**config.mk**
```make
export PLATFORM = sky130hd
export DESIGN_NAME = i2c_reg_target
export DESIGN_NICKNAME = d
export VERILOG_FILES = /design/src/rtl/i2c_reg_target.sv
export SDC_FILE = /design/constraint.sdc
export NUM_CORES = 1
export LEC_CHECK = 0
export CAP_MARGIN = 30
export CORE_ASPECT_RATIO = 1.2
export CORE_MARGIN = 1.5
export CORE_UTILIZATION = 49
export DETAILED_ROUTE_END_ITERATION = 12
export GPL_TIMING_DRIVEN = 0
export PLACE_DENSITY = 0.71
export SLEW_MARGIN = 20
export SYNTH_ARGS = -nofsm -noshare
export SYNTH_HDL_FRONTEND = slang
export SYNTH_SLANG_ARGS = --single-unit
```
**constraint.sdc**
```tcl
create_clock -name clk -period 1.8 [get_ports clk]
set_input_delay 0.54 -clock clk [delete_from_list [all_inputs] [get_ports clk]]
set_output_delay 0.54 -clock clk [all_outputs]
set_load 0.05 [all_outputs]
```
**src/rtl/i2c_reg_target.sv**
```systemverilog
module i2c_reg_target #(
  parameter logic [6:0] DEV_ADDR = 7'h5A,
  parameter int         PTR_W    = 8
) (
  input  logic             clk,
  input  logic             rst_n,
  input  logic             scl_i,
  input  logic             sda_i,
  output logic             sda_oe,
  output logic [PTR_W-1:0] reg_addr,
  output logic [7:0]       reg_wdata,
  output logic             reg_we,
  input  logic [7:0]       reg_rdata
);

  localparam logic [3:0] LAST_BIT = 4'd8;

  typedef enum logic [2:0] {S_IDLE, S_ADDR, S_PTR, S_WR, S_RD} st_t;

  logic [2:0]       scl_p, sda_p;
  logic             scl_s, scl_q, sda_s;
  logic             start_c, stop_c, rise, fall;
  st_t              st;
  logic [3:0]       bcnt;
  logic [7:0]       sr, tx;
  logic [PTR_W-1:0] ptr;
  logic             rw, in_ack, nack;

  always_ff @(posedge clk or negedge rst_n)
    if (!rst_n) begin
      scl_p <= 3'b111;
      sda_p <= 3'b111;
    end else begin
      scl_p <= {scl_p[1:0], scl_i};
      sda_p <= {sda_p[1:0], sda_i};
    end

  assign scl_s   = scl_p[1];
  assign scl_q   = scl_p[2];
  assign sda_s   = sda_p[1];
  assign start_c = scl_s & scl_q & sda_p[2] & ~sda_s;
  assign stop_c  = scl_s & scl_q & ~sda_p[2] & sda_s;
  assign rise    = scl_s & ~scl_q;
  assign fall    = ~scl_s & scl_q;

  assign reg_addr  = ptr;
  assign reg_wdata = sr;

  always_ff @(posedge clk or negedge rst_n)
    if (!rst_n) begin
      st     <= S_IDLE;
      bcnt   <= '0;
      sr     <= '0;
      tx     <= '0;
      ptr    <= '0;
      rw     <= 1'b0;
      in_ack <= 1'b0;
      nack   <= 1'b0;
      sda_oe <= 1'b0;
      reg_we <= 1'b0;
    end else begin
      reg_we <= 1'b0;
      if (start_c) begin
        st     <= S_ADDR;
        bcnt   <= '0;
        in_ack <= 1'b0;
        sda_oe <= 1'b0;
      end else if (stop_c) begin
        st     <= S_IDLE;
        in_ack <= 1'b0;
        sda_oe <= 1'b0;
      end else begin
        case (st)
          S_ADDR, S_PTR, S_WR: begin
            if (rise && !in_ack && bcnt < LAST_BIT) begin
              sr   <= {sr[6:0], sda_s};
              bcnt <= bcnt + 4'd1;
            end else if (fall && !in_ack && bcnt == LAST_BIT) begin
              in_ack <= 1'b1;
              sda_oe <= 1'b1;
              if (st == S_ADDR) begin
                rw <= sr[0];
                if (sr[7:1] != DEV_ADDR) begin
                  st     <= S_IDLE;
                  in_ack <= 1'b0;
                  sda_oe <= 1'b0;
                end
              end else if (st == S_PTR) begin
                ptr <= sr[PTR_W-1:0];
              end else begin
                reg_we <= 1'b1;
              end
            end else if (fall && in_ack) begin
              in_ack <= 1'b0;
              bcnt   <= '0;
              sda_oe <= 1'b0;
              if (st == S_ADDR) begin
                if (rw) begin
                  st     <= S_RD;
                  tx     <= reg_rdata;
                  sda_oe <= ~reg_rdata[7];
                end else begin
                  st <= S_PTR;
                end
              end else if (st == S_PTR) begin
                st <= S_WR;
              end else begin
                ptr <= ptr + 1'b1;
              end
            end
          end
          S_RD: begin
            if (rise) begin
              if (in_ack) nack <= sda_s;
              else        bcnt <= bcnt + 4'd1;
            end else if (fall) begin
              if (!in_ack) begin
                if (bcnt == LAST_BIT) begin
                  sda_oe <= 1'b0;
                  in_ack <= 1'b1;
                  ptr    <= ptr + 1'b1;
                end else begin
                  tx     <= {tx[6:0], 1'b0};
                  sda_oe <= ~tx[6];
                end
              end else begin
                in_ack <= 1'b0;
                bcnt   <= '0;
                if (nack) begin
                  st <= S_IDLE;
                end else begin
                  tx     <= reg_rdata;
                  sda_oe <= ~reg_rdata[7];
                end
              end
            end
          end
          default: ;
        endcase
      end
    end

  p_sda_change_scl_low_r9: assert property (@(posedge clk) disable iff (!rst_n)
    !$stable(sda_oe) |-> !$past(scl_s));

  p_we_one_cycle_r10: assert property (@(posedge clk) disable iff (!rst_n)
    reg_we |=> !reg_we);

  p_we_with_ack_r4: assert property (@(posedge clk) disable iff (!rst_n)
    reg_we |-> sda_oe);

  p_idle_quiet_r2: assert property (@(posedge clk) disable iff (!rst_n)
    (st == S_IDLE) |-> !sda_oe);

  p_start_rearms_r1: assert property (@(posedge clk) disable iff (!rst_n)
    start_c |=> (st == S_ADDR && bcnt == 4'd0 && !sda_oe));

  p_nack_release_r6: assert property (@(posedge clk) disable iff (!rst_n)
    (st == S_RD && in_ack && fall && nack && !start_c && !stop_c) |=> (st == S_IDLE && !sda_oe));

endmodule

```
==> results of run 1 <==
==> report_power, final <==
group	internal, mW	switching (mW)	leakage [nW]
clock	0.415	0.340	0.0543
combinational	0.299	0.507	0.861
sequential	1.02	0.129	0.539
==> layout by cell type (no fill, tap or decap), types with 3 or more instances in the layout <==
cell / count
buf_4: 24
a21oi_1: 5
dfstp_2: 6
o22ai_1: 3
dfrtp_1: 34
a22oi_2: 4
clkdlybuf4s15_2: 5
mux2_2: 15
o21a_1: 3
nand3_1: 11
buf_6: 10
inv_1: 8
nand2_1: 12
clkbuf_8: 6
nor2_1: 10
o21ai_1: 3
clkbuf_2: 9
mux2i_1: 3
clkdlybuf4s50_1: 10
buf_8: 3
a21oi_2: 4
o211ai_1: 3
o21ai_0: 8
nor3_4: 3
and3_1: 3
mux2_4: 7
buf_12: 3
o21ai_2: 5
==> repair_timing <==
action | 4_1_cts | 5_1_grt
gates cloned | 2 | 0
setup buffers | 22 | 11
pin swaps | 14 | 15
hold buffers | 0 | 0
endpoints found under the setup margin | 49 | 43
resized for setup | 82 | 44
==> cells by family (layout without fill, tap and decap cells) <==
family	count (synthesis)	in the layout	synth area share, %
multiplexers	25	25	12.1
buffers and inverters	20	89	4.97
adder cells (fa/ha/maj)	3	3	1.64
AND/OR/NAND/NOR	70	70	17.4
flip-flops	41	41	45.1
XOR/XNOR	3	3	1.15
AO/OA/AOI/OAI	58	58	17.6
==> state kept, by name (all words and copies together), names as in the netlist, 3 cells and up <==
signal / count
reg_wdata: 8
st: 3
sda_p: 3
scl_p: 3
reg_addr: 8
bcnt: 4
tx: 7
==> layout make-up <==
cell class,instances,area (sq um),share of cell area (%)
multi-input cells,159,1390,42.0
repair buffers,64,572,17.3
inverters,10,37.5,1.13
flip-flops and latches,41,1030,31.2
well taps,58,72.6,2.19
clock buffers,5,68.8,2.08
plain buffers,7,88.8,2.68
clock inverters,3,46.3,1.40
==> metal layers <==
metal | track usage (%) | routed length (um) | vias up
li1 | - | - | 930
met1 | 32.4 | 2570 | 983
met2 | 40.6 | 3070 | 64
met3 | 3.62 | 255 | 13
met4 | 8.13 | 161 | 0
met5 | 0 | 0 | -
==> path summary, 6_finish.rpt <==
check / depth (start not counted) / slack [ns] / to / startpoint
max: 8 / -0.19 / tx[1] / st[2]
min reg2reg: 0 / 0.35 / scl_p[1] / scl_p[0]
min: 1 / 0.15 / reg_addr[6] / rst_n
max reg2reg: 8 / -0.19 / tx[1] / st[2]
min in group clk: 0 / 0.35 / scl_p[1] / scl_p[0]
max in group asynchronous: 2 / 1.10 / sda_p[0] / rst_n
==> per-stage QoR <==
stage / instance area, sq um / setup WS (ns) / utilization [%] / setup TNS, ns
after global routing: 3310 / -0.277 / 73.2 / -3.93
after floorplan: 2300 / -0.127 / - / -1.40
after detailed placement: 2680 / -0.340 / 59.2 / -5.36
after global placement: 2670 / -0.866 / 58.9 / -38.27
final: 3310 / -0.186 / 73.2 / -2.17
after CTS: 3170 / -0.177 / 70.0 / -2.13
==> impl_metrics.ini, run 1 <==
[synthesis]
synth-seq-cells = 41
synthTopCellsByCount = 35 x dfrtp_1, 22 x mux2_2, 15 x nand2_1, 15 x o21ai_0, 14 x nand3_1
synth_top_area_share_pct = 38.2
ys_types = 53
synth_area_leaders = dfrtp_1 38%, mux2_2 11%, dfstp_2 6.9%
yosys.area.top_type = dfrtp_1
syn_area_sq_mm = 0.00229
synthCells = 220
synth_ff_type = dfrtp_1
synth.most_common_cell = dfrtp_1
async_flop_share_pct = 100
seq_area_frac_synth_pct = 45.1
syn_nets = 235
synth_edf_count = 0
synth_area_per_cell_sq_um = 10.4
synth_warnings = 0

[global_routing]
grt_pass1_vias = 1969
antenna_found_initial = 0
grt_max_degree = 27
grtUsageTotal_pct = 24.4
grt_pass1_wl_mm = 9.56
gr-total-overflow = 0

[timing]
grt_setup_unrepaired = true
period_minus_slack_ns = 1.99
setup_violations = 18
finClkSkew_ns = 0.0104
slew_violations = 0
fmax_mhz = 504
max_slew_margin_pct = 63.2
hold_slack_ns = 0.153
timing.final.hold_violations = 0
fin_crit_sh_pct = 110
worst_pin_slew_ns = 0.546
worst_slack_ns = -0.186

[finish]
fin_nets = 303
drive_above_1_share_pct = 49.5
areaGrowthSynthToFinish_pct = 44.6
final_cell_count_no_fill = 347
num-fill-cells = 313
antenna_cells = 0

[clock_tree]
clk_latency_ns = 0.30
clk_pin_slew_ns = 0.09
cts_tree = built
numCtsBuffers = 5
cts_root_buffer = clkbuf_8
cts.sinks = 41
cts_max_path_buffers = 2
htree_levels = 2

[drt]
ant_nets = 0
drc = 0
avgViaCountPerCell = 5.73
firstDrtPassIters = 4
routed_wl_mm = 6.06
wl_per_cell_um = 17.5
dr_total_vias = 1990
drt_iter0_drc = 123

[placed_design]
gp_congestion = 0.828
dp_cells = 308
dp_hpwl_mm = 3.34
portBuffers = 29

[run]
maxCapViolations = 0

[power]
power_mw = 2.71
power.density_mw_per_mm2 = 819
ir_drop_uv = 616
leakage_nw = 1.45

[setup_path]
criticalPathCategory = reg -> reg
cpMaxStageDelayCell = or3b_1
cp.required_ns = 1.98
path_max_fanout = 7
cp_cell_sequence = buf_6 -> or3b_1 -> buf_6 -> nor3_4 -> a21oi_2 -> nor3_4 -> buf_12 -> mux2_4
startpoint_type = flip-flop
end_kind = flip-flop
critical_path.max_stage_delay_ns = 0.35
arrival_ns = 2.16
crit_family = simple AND/OR/NAND/NOR gates
path_buf_inv = 3

[outcome]
status = finished with violations
violations = setup timing

[floorplan]
fp-row-count = 27
die_y_um = 77.9
dieArea_sq_mm = 0.00510
die_x_um = 65.4
design.portCount = 30
start_util_pct = 50.6
core_sq_mm = 0.00453

[min_path]
min_path_type = in -> async
No activity file was read; power rests on OpenSTA's default activity.
==> run 2: changes to the inputs <==
--- a/config.mk
+++ b/config.mk
@@ -7,7 +7,6 @@
 export LEC_CHECK = 0
 export CAP_MARGIN = 30
 export CORE_ASPECT_RATIO = 1.2
-export CORE_MARGIN = 1.5
 export CORE_UTILIZATION = 49
 export DETAILED_ROUTE_END_ITERATION = 12
 export GPL_TIMING_DRIVEN = 0
==> impl_metrics.ini, run 2 (synthesis gave the netlist of run 1 again) <==
[clock_tree]
cts_max_path_buffers = 2
numCtsBuffers = 5
htree_levels = 2
cts_tree = built
postCtsHoldBufs = 0
cts.sinks = 41
cts_root_buffer = clkbuf_8
clk_latency_ns = 0.30
clk_pin_slew_ns = 0.08

[timing]
finClkSkew_ns = 0.00809
slew_violations = 0
setup_violations = 17
period_minus_slack_ns = 1.95
worst_slack_ns = -0.146
fmax_mhz = 514
hold_slack_ns = 0.137
max_slew_margin_pct = 56.0
grt_setup_unrepaired = true
fin_crit_sh_pct = 108
timing.final.hold_violations = 0
worst_pin_slew_ns = 0.652

[drt]
ant_nets = 0
firstDrtPassIters = 4
drt_iter0_drc = 140
dr_total_vias = 2004
wl_per_cell_um = 16.7
routed_wl_mm = 5.77
drc = 0
avgViaCountPerCell = 5.79

[min_path]
min_path_type = in -> async

[finish]
num-fill-cells = 297
multi_input_area_sq_mm = 0.00135
areaGrowthSynthToFinish_pct = 42.7
drive_above_1_share_pct = 46.2
layout_commonest_cell = dfrtp_1
regArea_sq_mm = 0.00103
finalInstanceArea_sq_mm = 0.00327
fin_nets = 304
antenna_cells = 0
final_cell_mix = 35 x dfrtp_1, 26 x buf_4, 15 x mux2_2

[global_routing]
top_usage_layer = met2
gr-total-overflow = 0
antenna_found_initial = 0
grt_pass1_wl_mm = 9.72
grtUsageTotal_pct = 25.2
grt_util_met2_pct = 41.4
grt_pass1_vias = 2034
grt_max_degree = 29
use_met1_pct = 33.7
grt_util_met3_pct = 4.02

[setup_path]
crit_path_end = reg_addr[6]
path_max_fanout = 7
reg2reg_from = st[2]
startpoint = st[2]
end_kind = flip-flop
r2r-end = reg_addr[6]
ff2ff_path_depth = 9
arrival_ns = 2.14
regToRegSetupSlack_ns = -0.15
startpoint_type = flip-flop
criticalPathCategory = reg -> reg
cp.required_ns = 1.99

[floorplan]
design.portCount = 30
dieArea_sq_mm = 0.00495
start_util_pct = 52.6
die_x_um = 64.4
fp-row-count = 26
core_sq_mm = 0.00436
die_y_um = 76.9

[run]
maxCapViolations = 0

[placed_design]
dp_hpwl_mm = 3.44
portBuffers = 29
dpl_cell_area_sq_mm = 0.00268
gp_congestion = 0.824

[outcome]
violations = setup timing
status = finished with violations

[power]
power.density_mw_per_mm2 = 856
leakage_nw = 1.46
ir_drop_uv = 737
[run 2: cell type report]
class                      instances  share of cell area, %
multi-input combinational        159                   41.4
sequential                        41                   31.6
clock inverter                     2                   1.15
tap                               56                   2.14
inverter                          10                   1.15
clock buffer                       6                   2.53
buffer                             6                   2.18
timing repair buffer              66                   17.9
[run 2: how the worst min path moves through the flow]
stage | slack [ns] | cells past startpoint | endpoint
final | 0.14 | 1 | tx[0]
after global routing | 0.16 | 1 | tx[0]
after CTS | 0.14 | 1 | tx[0]
after detailed placement | 0.35 | 0 | sda_p[1]
after global placement | 0.35 | 0 | scl_p[1]
after floorplan | 0.24 | 0 | bcnt[0]
[run 2: metal layers]
layer | vias up | part of all wire, %
met5 | - | 0
met4 | 0 | 1.4
met2 | 52 | 52
met3 | 10 | 4.0
met1 | 1004 | 43
li1 | 938 | -
[run 2: through the flow]
stage                     TNS (ns)  worst slack, ns  std cells  util, %  total power, mW
after floorplan              -1.40           -0.127        220        -             1.64
after global placement      -37.64           -0.855        305     61.1             1.90
after detailed placement     -5.58           -0.300        306     61.5             1.92
after CTS                    -2.53           -0.224        343     74.5             2.79
after global routing         -3.12           -0.198        346     75.0             2.91
final                        -1.53           -0.146        346     75.0             2.80
[run 2: what timing repair did]
| item | CTS | global route |
|---|---|---|
| setup endpoints to repair | 49 | 36 |
| setup buffers | 30 | 8 |
| cloned | 2 | 0 |
| pin swaps | 16 | 13 |
| resized for setup | 86 | 30 |
[run 2: where the power goes]
| group | total (mW) | switching (mW) | internal [mW] |
|---|---|---|---|
| sequential | 1.15 | 0.126 | 1.02 |
| clock | 0.781 | 0.330 | 0.451 |
| combinational | 0.868 | 0.519 | 0.349 |
| total | 2.80 | 0.976 | 1.82 |
[run 2: worst max-delay path, stage by stage (launching register included)]
cell	delay, ns
dfrtp_1	0.34
buf_6	0.12
or3b_4	0.47
buf_6	0.16
buf_6	0.11
o22ai_4	0.12
a221oi_4	0.06
buf_12	0.16
buf_6	0.13
a22o_1	0.19
==> run 3: changes to the inputs <==
--- a/config.mk
+++ b/config.mk
@@ -7,10 +7,12 @@
 export LEC_CHECK = 0
 export CAP_MARGIN = 30
 export CORE_ASPECT_RATIO = 1.2
-export CORE_UTILIZATION = 49
+export CORE_MARGIN = 2
+export CORE_UTILIZATION = 51
+export CTS_BUF_LIST = sky130_fd_sc_hd__clkbuf_4
 export DETAILED_ROUTE_END_ITERATION = 12
 export GPL_TIMING_DRIVEN = 0
-export PLACE_DENSITY = 0.71
+export PLACE_DENSITY = 0.74
 export SLEW_MARGIN = 20
 export SYNTH_ARGS = -nofsm -noshare
 export SYNTH_HDL_FRONTEND = slang
==> impl_metrics.ini, run 3 (synthesis gave the netlist of run 1 again) <==
[timing]
setup_violations = 20
fmax_mhz = 518
worst_pin_slew_ns = 0.520
worst_slack_ns = -0.131
period_minus_slack_ns = 1.93
grt_setup_unrepaired = true
slew_violations = 0
max_slew_margin_pct = 65.0
finClkSkew_ns = 0.0199
fin_crit_sh_pct = 107
timing.final.hold_violations = 0

[power]
ir_drop_uv = 606
power.density_mw_per_mm2 = 785
leakage_nw = 1.44

[global_routing]
grt_max_degree = 23
gr-total-overflow = 0
grt_pass1_vias = 1883
antenna_found_initial = 0
grtUsageTotal_pct = 22.4
grt_pass1_wl_mm = 8.81

[setup_path]
crit_top_cell = mux2_4
cp.required_ns = 2.03
path_max_fanout = 8
cpMaxStageDelayCell = or3b_4
startpoint_type = flip-flop
end_kind = flip-flop
cp_cell_sequence = buf_6 -> or3b_4 -> nor2_4 -> mux2_4 -> mux2_4
critical_path.max_stage_delay_ns = 0.44
criticalPathCategory = reg -> reg
arrival_ns = 2.17

[clock_tree]
clk_latency_ns = 0.36
cts.sinks = 41
cts_root_buffer = clkbuf_4
clk_pin_slew_ns = 0.12
postCtsHoldBufs = 0
htree_levels = 2
numCtsBuffers = 5
cts_tree = built
cts_max_path_buffers = 2

[floorplan]
die_x_um = 65.2
die_y_um = 77.4
core_sq_mm = 0.00429
start_util_pct = 53.4
fp-row-count = 26
dieArea_sq_mm = 0.00505
design.portCount = 30

[placed_design]
dp_hpwl_mm = 3.41
dp_cells = 306
portBuffers = 29
gp_congestion = 0.864

[finish]
fin_util_pct = 76.6
antenna_cells = 0
areaGrowthSynthToFinish_pct = 43.6
final_cell_count_no_fill = 343
layout_commonest_cell = dfrtp_1
num-fill-cells = 296
regArea_sq_mm = 0.00103
final_cell_mix = 35 x dfrtp_1, 26 x buf_4, 14 x nand2_1
multi_input_area_sq_mm = 0.00137
drive_above_1_share_pct = 46.0
fin_nets = 301

[drt]
avgViaCountPerCell = 5.77
routed_wl_mm = 5.82
drt_iter0_drc = 110
dr_total_vias = 1978
firstDrtPassIters = 4
drc = 0
wl_per_cell_um = 17.0
ant_nets = 0

[outcome]
status = finished with violations
violations = setup timing

[min_path]
min_path_type = in -> async

[run]
maxCapViolations = 0
==> run 3: cell count changes in the layout (fill, tap and decap cells not counted), sizes merged <==
cell           before  now
buf                44   42
dlygate4sd2         3    1
clkdlybuf4s15       6   14
clkinv              0    1
clkbuf             15    8
clkinvlp            1    0
==> run 3: worst paths after layout <==
| path | start | end | slack (ns) | cells past startpoint |
|---|---|---|---|---|
| worst min register to register | scl_p[0] | scl_p[1] | 0.37 | 0 |
| max in group asynchronous | rst_n | reg_wdata[0] | 1.21 | 2 |
| min in group clk | scl_p[0] | scl_p[1] | 0.37 | 0 |
| worst max register to register | st[2] | tx[3] | -0.13 | 5 |
| worst max-delay path | st[2] | tx[3] | -0.13 | 5 |
| worst min-delay path | rst_n | bcnt[1] | 0.12 | 1 |
==> run 3: layout make-up <==
class / count / share of cell area, %
repair buffers: 63 / 18.8
well taps: 56 / 2.13
inverters: 10 / 1.14
flip-flops and latches: 41 / 31.4
clock buffers: 6 / 1.37
multi-input cells: 159 / 41.7
clock inverters: 2 / 1.03
plain buffers: 6 / 2.40
==> run 3: routing by layer <==
layer  global-route usage, %  vias to the layer above  share of wire, %
li1                        -                      938                 -
met3                    4.78                        8               2.5
met4                    6.46                        0               1.0
met1                    29.0                      996                44
met5                       0                        -                 0
met2                    37.4                       36                52
==> run 3: through the flow <==
step                      power, mW  area, sq um  hold WS, ns  worst slack (ns)  setup TNS (ns)
after floorplan                1.64         2300        0.244            -0.127           -1.40
after global placement         1.89         2660        0.346            -0.845          -38.00
after detailed placement       1.91         2690        0.348            -0.359           -6.11
after CTS                      2.55         3060        0.138            -0.208           -2.01
after global routing           2.70         3290        0.149            -0.174           -2.88
final                          2.58         3290        0.125            -0.131           -1.52
==> run 3: power by group <==
part	leakage (nW)	switching [mW]	internal (mW)
Combinational	0.858	0.513	0.328
Sequential	0.541	0.119	1.02
Clock	0.0433	0.297	0.304
==> run 3: critical path: cells and delay by family (launching register included) <==
family | cells | cell delay, ns
buffers and inverters | 1 | 0.12
muxes | 2 | 0.59
DFF | 1 | 0.36
and+or+nand+nor | 2 | 0.74
==> run 3: what timing repair did <==
item,in CTS,in global routing
setup buffers,16,17
pin swaps,5,16
endpoints found under the setup margin,50,28
resized for setup,82,43
cloned,0,1
